File: config.mk
export PLATFORM = sky130hd
export DESIGN_NAME = qsel_top
export DESIGN_NICKNAME = d
export VERILOG_FILES = /design/src/rtl/qsel_pkg.sv /design/src/rtl/qsel_quad_dec.sv /design/src/rtl/qsel_fault_cls.sv /design/src/rtl/qsel_top.sv
export SDC_FILE = /design/constraint.sdc
export NUM_CORES = 1
export LEC_CHECK = 0
export ABC_AREA = 1
export CAP_MARGIN = 0
export CORE_ASPECT_RATIO = 1.5
export CORE_MARGIN = 4
export CORE_UTILIZATION = 36
export DETAILED_ROUTE_END_ITERATION = 10
export GPL_ROUTABILITY_DRIVEN = 0
export PLACE_DENSITY = 0.8
export SYNTH_ARGS = -nofsm -noshare
export SYNTH_HDL_FRONTEND = slang
export SYNTH_SLANG_ARGS = --single-unit
File: constraint.sdc
create_clock -name clk -period 1.6 [get_ports clk]
set_input_delay 0.24 -clock clk [delete_from_list [all_inputs] [get_ports clk]]
set_output_delay 0.24 -clock clk [all_outputs]
set_load 0.01 [all_outputs]
File: src/rtl/qsel_pkg.sv
package qsel_pkg;

    typedef enum logic [1:0] {
        ACC_FETCH = 2'b00,
        ACC_LOAD  = 2'b01,
        ACC_STORE = 2'b10,
        ACC_UNDEF = 2'b11
    } acc_e;

    typedef enum logic [1:0] {
        INT_NONE   = 2'b00,
        INT_ISEG   = 2'b01,
        INT_DSEG   = 2'b10,
        INT_BADACC = 2'b11
    } int_e;

    // Which register values a quadrant hands to the walker
    typedef struct packed {
        logic legal;
        logic take_lpid;
        logic take_pid;
    } idsel_t;

    localparam int QUAD_W = 2;

    function automatic idsel_t quad_select(input logic hv, input logic [QUAD_W-1:0] q);
        idsel_t s;
        s = '0;
        if (hv) begin
            s.legal     = 1'b1;
            s.take_lpid = (q == 2'd1) || (q == 2'd2);
            s.take_pid  = (q == 2'd0) || (q == 2'd1);
        end else begin
            s.legal     = (q == 2'd0) || (q == 2'd3);
            s.take_lpid = s.legal;
            s.take_pid  = (q == 2'd0);
        end
        return s;
    endfunction

    function automatic logic acc_defined(input logic [1:0] a);
        return a != ACC_UNDEF;
    endfunction

endpackage

File: src/rtl/qsel_quad_dec.sv
module qsel_quad_dec
    import qsel_pkg::*;
(
    input  logic [QUAD_W-1:0] quad,
    input  logic              hv,
    output idsel_t            sel
);
    always_comb begin
        sel = quad_select(hv, quad);
    end
endmodule

File: src/rtl/qsel_fault_cls.sv
module qsel_fault_cls
    import qsel_pkg::*;
#(
    parameter int EA_W  = 64,
    parameter int ERR_W = 4
) (
    input  logic             acc_ok,
    input  logic             seg_fault,
    input  logic [1:0]       acc,
    input  logic [EA_W-1:0]  ea,
    output int_e             cls,
    output logic [EA_W-1:0]  fault_addr,
    output logic             addr_we,
    output logic [ERR_W-1:0] err
);
    localparam logic [ERR_W-1:0] ERR_BADACC = ERR_W'(1);

    always_comb begin
        cls        = INT_NONE;
        fault_addr = '0;
        addr_we    = 1'b0;
        err        = '0;
        if (!acc_ok) begin
            cls = INT_BADACC;
            err = ERR_BADACC;
        end else if (seg_fault) begin
            if (acc == ACC_FETCH) begin
                cls = INT_ISEG;
            end else begin
                cls        = INT_DSEG;
                fault_addr = ea;
                addr_we    = 1'b1;
            end
        end
    end
endmodule

File: src/rtl/qsel_top.sv
module qsel_top
    import qsel_pkg::*;
#(
    parameter int EA_W   = 64,
    parameter int LPID_W = 12,
    parameter int PID_W  = 20,
    parameter int ERR_W  = 4
) (
    input  logic              clk,
    input  logic              rst,
    input  logic              req_valid,
    input  logic [EA_W-1:0]   req_ea,
    input  logic              req_hv,
    input  logic [1:0]        req_acc,
    input  logic [LPID_W-1:0] lpid_reg,
    input  logic [PID_W-1:0]  pid_reg,
    output logic              out_valid,
    output logic              out_ok,
    output logic [LPID_W-1:0] out_lpid,
    output logic [PID_W-1:0]  out_pid,
    output logic              out_fault,
    output logic [1:0]        out_class,
    output logic [EA_W-1:0]   out_fault_addr,
    output logic              out_addr_we,
    output logic [ERR_W-1:0]  out_err
);
    localparam int QMSB = EA_W - 1;

    logic [QUAD_W-1:0] quad;
    idsel_t            sel;
    logic              acc_ok;
    logic              ok_n;
    logic              seg_n;
    logic [LPID_W-1:0] lpid_n;
    logic [PID_W-1:0]  pid_n;
    int_e              cls_n;
    logic [EA_W-1:0]   faddr_n;
    logic              we_n;
    logic [ERR_W-1:0]  err_n;

    assign quad = req_ea[QMSB -: QUAD_W];

    qsel_quad_dec u_dec (
        .quad (quad),
        .hv   (req_hv),
        .sel  (sel)
    );

    always_comb begin
        acc_ok = acc_defined(req_acc);
        ok_n   = acc_ok && sel.legal;
        seg_n  = acc_ok && !sel.legal;
        lpid_n = (ok_n && sel.take_lpid) ? lpid_reg : '0;
        pid_n  = (ok_n && sel.take_pid)  ? pid_reg  : '0;
    end

    qsel_fault_cls #(.EA_W(EA_W), .ERR_W(ERR_W)) u_cls (
        .acc_ok     (acc_ok),
        .seg_fault  (seg_n),
        .acc        (req_acc),
        .ea         (req_ea),
        .cls        (cls_n),
        .fault_addr (faddr_n),
        .addr_we    (we_n),
        .err        (err_n)
    );

    always_ff @(posedge clk) begin
        if (rst || !req_valid) begin
            out_valid      <= 1'b0;
            out_ok         <= 1'b0;
            out_lpid       <= '0;
            out_pid        <= '0;
            out_fault      <= 1'b0;
            out_class      <= INT_NONE;
            out_fault_addr <= '0;
            out_addr_we    <= 1'b0;
            out_err        <= '0;
        end else begin
            out_valid      <= 1'b1;
            out_ok         <= ok_n;
            out_lpid       <= lpid_n;
            out_pid        <= pid_n;
            out_fault      <= seg_n;
            out_class      <= cls_n;
            out_fault_addr <= faddr_n;
            out_addr_we    <= we_n;
            out_err        <= err_n;
        end
    end
endmodule

# Word-level counts from Yosys, hierarchy flattened
# Cells that the tools add are included.
# totals
regBits	106
in_bits	102
romBits	0
memories	0
ram_bits	0
wordCells	40
latch_bits	0
out_inout_bits	106
# classes
mul	0
shifts	0
div	0
reduce_logical	16
n_eq_ne	4
n_lt_le_gt_ge	0
n_addsub	0
bitwise	4
muxes	7
# ops
cell	n
two-way mux 2 bit	3
== test 2 bit, second input constant	2
logical AND 1 bit	4
zero test 2 bit	2
logical OR 1 bit	4
inverter 1 bit	4
OR reduction 2 bit	2
OR reduction 4 bit	1
two-way mux 1 bit	3
two-way mux 3 bit	1
OR reduction 3 bit	1
== test 2 x 1 -> 1 bit, second input constant	1
zero test 1 bit	2
inequality test 2 bit, second input constant	1

# Logic depth before layout (Yosys ltp)
# logic_depth
word_depth	7
ltp_mapped	8
mapped_depth_nobuf	6

# Cells and area by module
# A second synthesis with hierarchy kept.
# hier_totals
hier_cells	499
hier_area_um2	4206.5
# by_module_without_submodules
module	cells_per_inst	seq_area_each_um2	n_inst	area_each_um2
qsel_top	337	2122.0	1	3378.2
qsel_fault_cls	149	0.0	1	762.0
qsel_quad_dec	13	0.0	1	66.3

# Least setup slack after synthesis
# OpenSTA, ideal clock, no wires.
# synth_path
path_type	in2reg
start	input port req_ea[62]
end	register out_addr_we
t_required_ns	1.485
path_buffers	2
cell_stages	8
t_arrival_ns	1.173
setup_time_ns	0.115
slack_ns	0.312
cell_sequence	inv_1 -> ha_1 -> nand2_1 -> inv_2 -> nand3_2 -> buf_6 -> buf_6 -> inv_2
# synth_via
elab_chain_cells	7
elab_cells_between_ends	8
cone_classes	eq/ne: 1; mux: 1; bitwise: 1; reduce/logical: 5
# synth_lines
item	line	text
start: declaration	qsel_top.sv:12	input logic [EA_W-1:0] req_ea,
== test 2 bit or zero test 2 bit (tied branches)	qsel_pkg.sv:34	s.legal = (q == 2'd0) || (q == 2'd3);
logical OR 1 bit *	qsel_pkg.sv:34	
two-way mux 3 bit *	qsel_pkg.sv:29	if (hv) begin
zero test 1 bit *	qsel_top.sv:52	seg_n = acc_ok && !sel.legal;
logical AND 1 bit *	qsel_top.sv:52	
inverter 1 bit (no source line) *	-	
OR reduction 3 bit (no source line) *	-	
end signal: assignment	qsel_top.sv:87	out_addr_we <= we_n;
end: declaration	qsel_top.sv:24	output logic out_addr_we,
# Mark *: on every way between the ends. The rest lies on a longest branch, timed or not.
# A chain may end at the register's enable or synchronous reset.

# Final worst setup path
# layout_path
start	input port req_ea[62]
end	register out_fault_addr[63]
# layout_via
elab_chain_cells	7
elab_cells_between_ends	8
cone_classes	eq/ne: 1; mux: 1; bitwise: 1; reduce/logical: 5
# layout_lines
item	line	text
== test 2 bit or zero test 2 bit (tied branches)	qsel_pkg.sv:34	
logical OR 1 bit *	qsel_pkg.sv:34	
two-way mux 3 bit *	qsel_pkg.sv:29	
zero test 1 bit *	qsel_top.sv:52	
logical AND 1 bit *	qsel_top.sv:52	
inverter 1 bit (no source line) *	-	
OR reduction 4 bit (no source line) *	-	
end signal: assignment	qsel_top.sv:86	out_fault_addr <= faddr_n;
end: declaration	qsel_top.sv:23	output logic [EA_W-1:0] out_fault_addr,
# Marked as above.

==> out/metrics.cfg <==
[power]
p_per_area_mw_per_mm2=955
peakVddDrop_v=0.000534
power.leakage_nw=2.60

[setup_path]
startpoint_type=input pin
crit_required_ps=1850
worst-path-max-fanout=11
end_kind=flop
worstPathArrival_ps=1740
timing_worst_setup_path_type=in2reg

[global_routing]
grt_pass1_vias=2732
antenna_found_initial=0
grt_overflow_total=0
grt_max_degree=22
grt.total_usage_pct=15.8
grt_first_pass_wirelength_mm=12.8

[die]
rows=42
fp.dieH_um=124
top_level_ports=208
core_sq_mm=0.00878
start_util_pct=36.9
dieArea_sq_mm=0.0106
die_w_um=85.4

[layout]
seq_area_sq_mm=0.00206
area_delta_synth_final_pct=78.8
final_common_cell=clkdlybuf4s50_1
final_cell_area_sq_mm=0.00579
multi_input_area_sq_um=683
final_util_pct=65.9
layout-drive-gt1-share_pct=15.3
finalNetCount=655
diodes=0
fillCellCount=676
final_cell_mix=clkdlybuf4s50_1, dfxtp_1, inv_1, nor2_2, nor2_1

[cts]
cts_sinks=103
cts_resized=0
cts_tree=done
htree_num_levels=3
clkTransAtPathRegs_ps=70
hold_buffers=0
cts_made_buffers=9
cts_setup_buffers=0
clk_path_buf_depth=2
clockRootBuffer=clkbuf_16

[route]
drt_pre_antenna_iters=4
drc=0
antenna_left=0
drt_iter0_drc=73
wl_per_cell_um=12.9
via_count=2686
routed_wl_mm=8.58
vias_per_cell=4.03

[timing]
setup_violations=0
finalHoldViolCount=0
grt_setup_unrepaired=false
post-route-min-period_ps=1490
drv_slew=0
fin_crit_sh_pct=92.9
fmax_ghz=0.673

[logic_synthesis]
seq_area_frac_synth_pct=63.7
ys_ff_latch=103
avgSynthCellArea_sq_um=9.60
synth.distinct_cells=19
yosys_warnings=0
synthCells=337
syn_area_sq_mm=0.00324

[min_path]
hp-class=in2reg

[placement]
dp_hpwl_mm=6.95
port_buffers=204
dpl_cell_area_sq_mm=0.00546

[job]
drv_cap=0

[status]
status=finished, final reports clean

critical path, stage by stage:
cell	delay, ps
clkdlybuf4s50_1	480
inv_1	60
ha_1	290
nand2_1	100
inv_2	90
nand3_4	150
buf_4	210
nor2_1	120
synthesized netlist by cell type:
cell type | count | area, sq um
nand3_2 | 1 | 10.0
nor2_1 | 31 | 116
nand4_1 | 1 | 6.26
nand2_1 | 3 | 11.3
buf_6 | 6 | 67.6
nor2_4 | 10 | 113
a21oi_1 | 1 | 5.00
nand2_2 | 1 | 6.26
nand3_1 | 1 | 5.00
inv_1 | 100 | 375
nor3_1 | 22 | 110
inv_2 | 4 | 15.0
clkbuf_1 | 4 | 15.0
ha_1 | 2 | 25.0
conb_1 | 1 | 3.75
buf_2 | 2 | 10.0
buf_4 | 3 | 22.5
nor2_2 | 41 | 257
dfxtp_1 | 103 | 2060
metrics by stage:
| stage | total power [mW] | TNS, ps | cells | setup WS (ps) | hold slack, ps |
|---|---|---|---|---|---|
| floorplan | 2.86 | 0 | 339 | 312 | 322 |
| global placement | 3.24 | -15500 | 650 | -210 | 765 |
| detailed placement | 3.25 | -17140 | 650 | -228 | 769 |
| CTS | 5.60 | 0 | 666 | 103 | 415 |
| global route | 5.74 | 0 | 666 | 24.8 | 424 |
| finish | 5.53 | 0 | 666 | 113 | 430 |
area by class of cell:
class	instances	share of cell area, %
clock buffer	10	4.13
clock inverter	6	1.58
inverter	104	6.75
multi-input combinational	117	11.8
sequential	103	35.6
tap	110	2.38
timing repair buffer	216	37.7
registers in the layout, indices dropped and copies added, names as in the netlist:
| name | cells |
|---|---|
| out_pid | 20 |
| out_valid | 1 |
| out_addr_we | 1 |
| out_lpid | 12 |
| out_fault_addr | 64 |
| out_fault | 1 |
| out_ok | 1 |
| out_err | 1 |
| out_class | 2 |
kinds of logic after synthesis:
logic type | synth area share, %
and+or+nand+nor | 19.6
adders and majority gates | 0.773
buffers and inverters | 15.6
DFF | 63.7
other | 0.116
AOI/OAI and AO/OA | 0.155
worst paths after layout:
check,startpoint,endpoint,cells after the start
worst max-delay path,req_ea[62],out_fault_addr[63],8
worst min-delay path,req_ea[2],out_fault_addr[2],3
layer usage:
metal | global-route usage [%] | part of all wire (%)
met5 | 0 | 0
met4 | 6.14 | 1.8
met3 | 4.63 | 8.2
met2 | 31.0 | 56
met1 | 15.0 | 34
report_power, final:
group          switching [mW]  internal [mW]
sequential             0.0118           2.61
clock                   0.921           1.42
combinational           0.211          0.353
total                    1.14           4.38
Power figures use the tool's default switching activity.
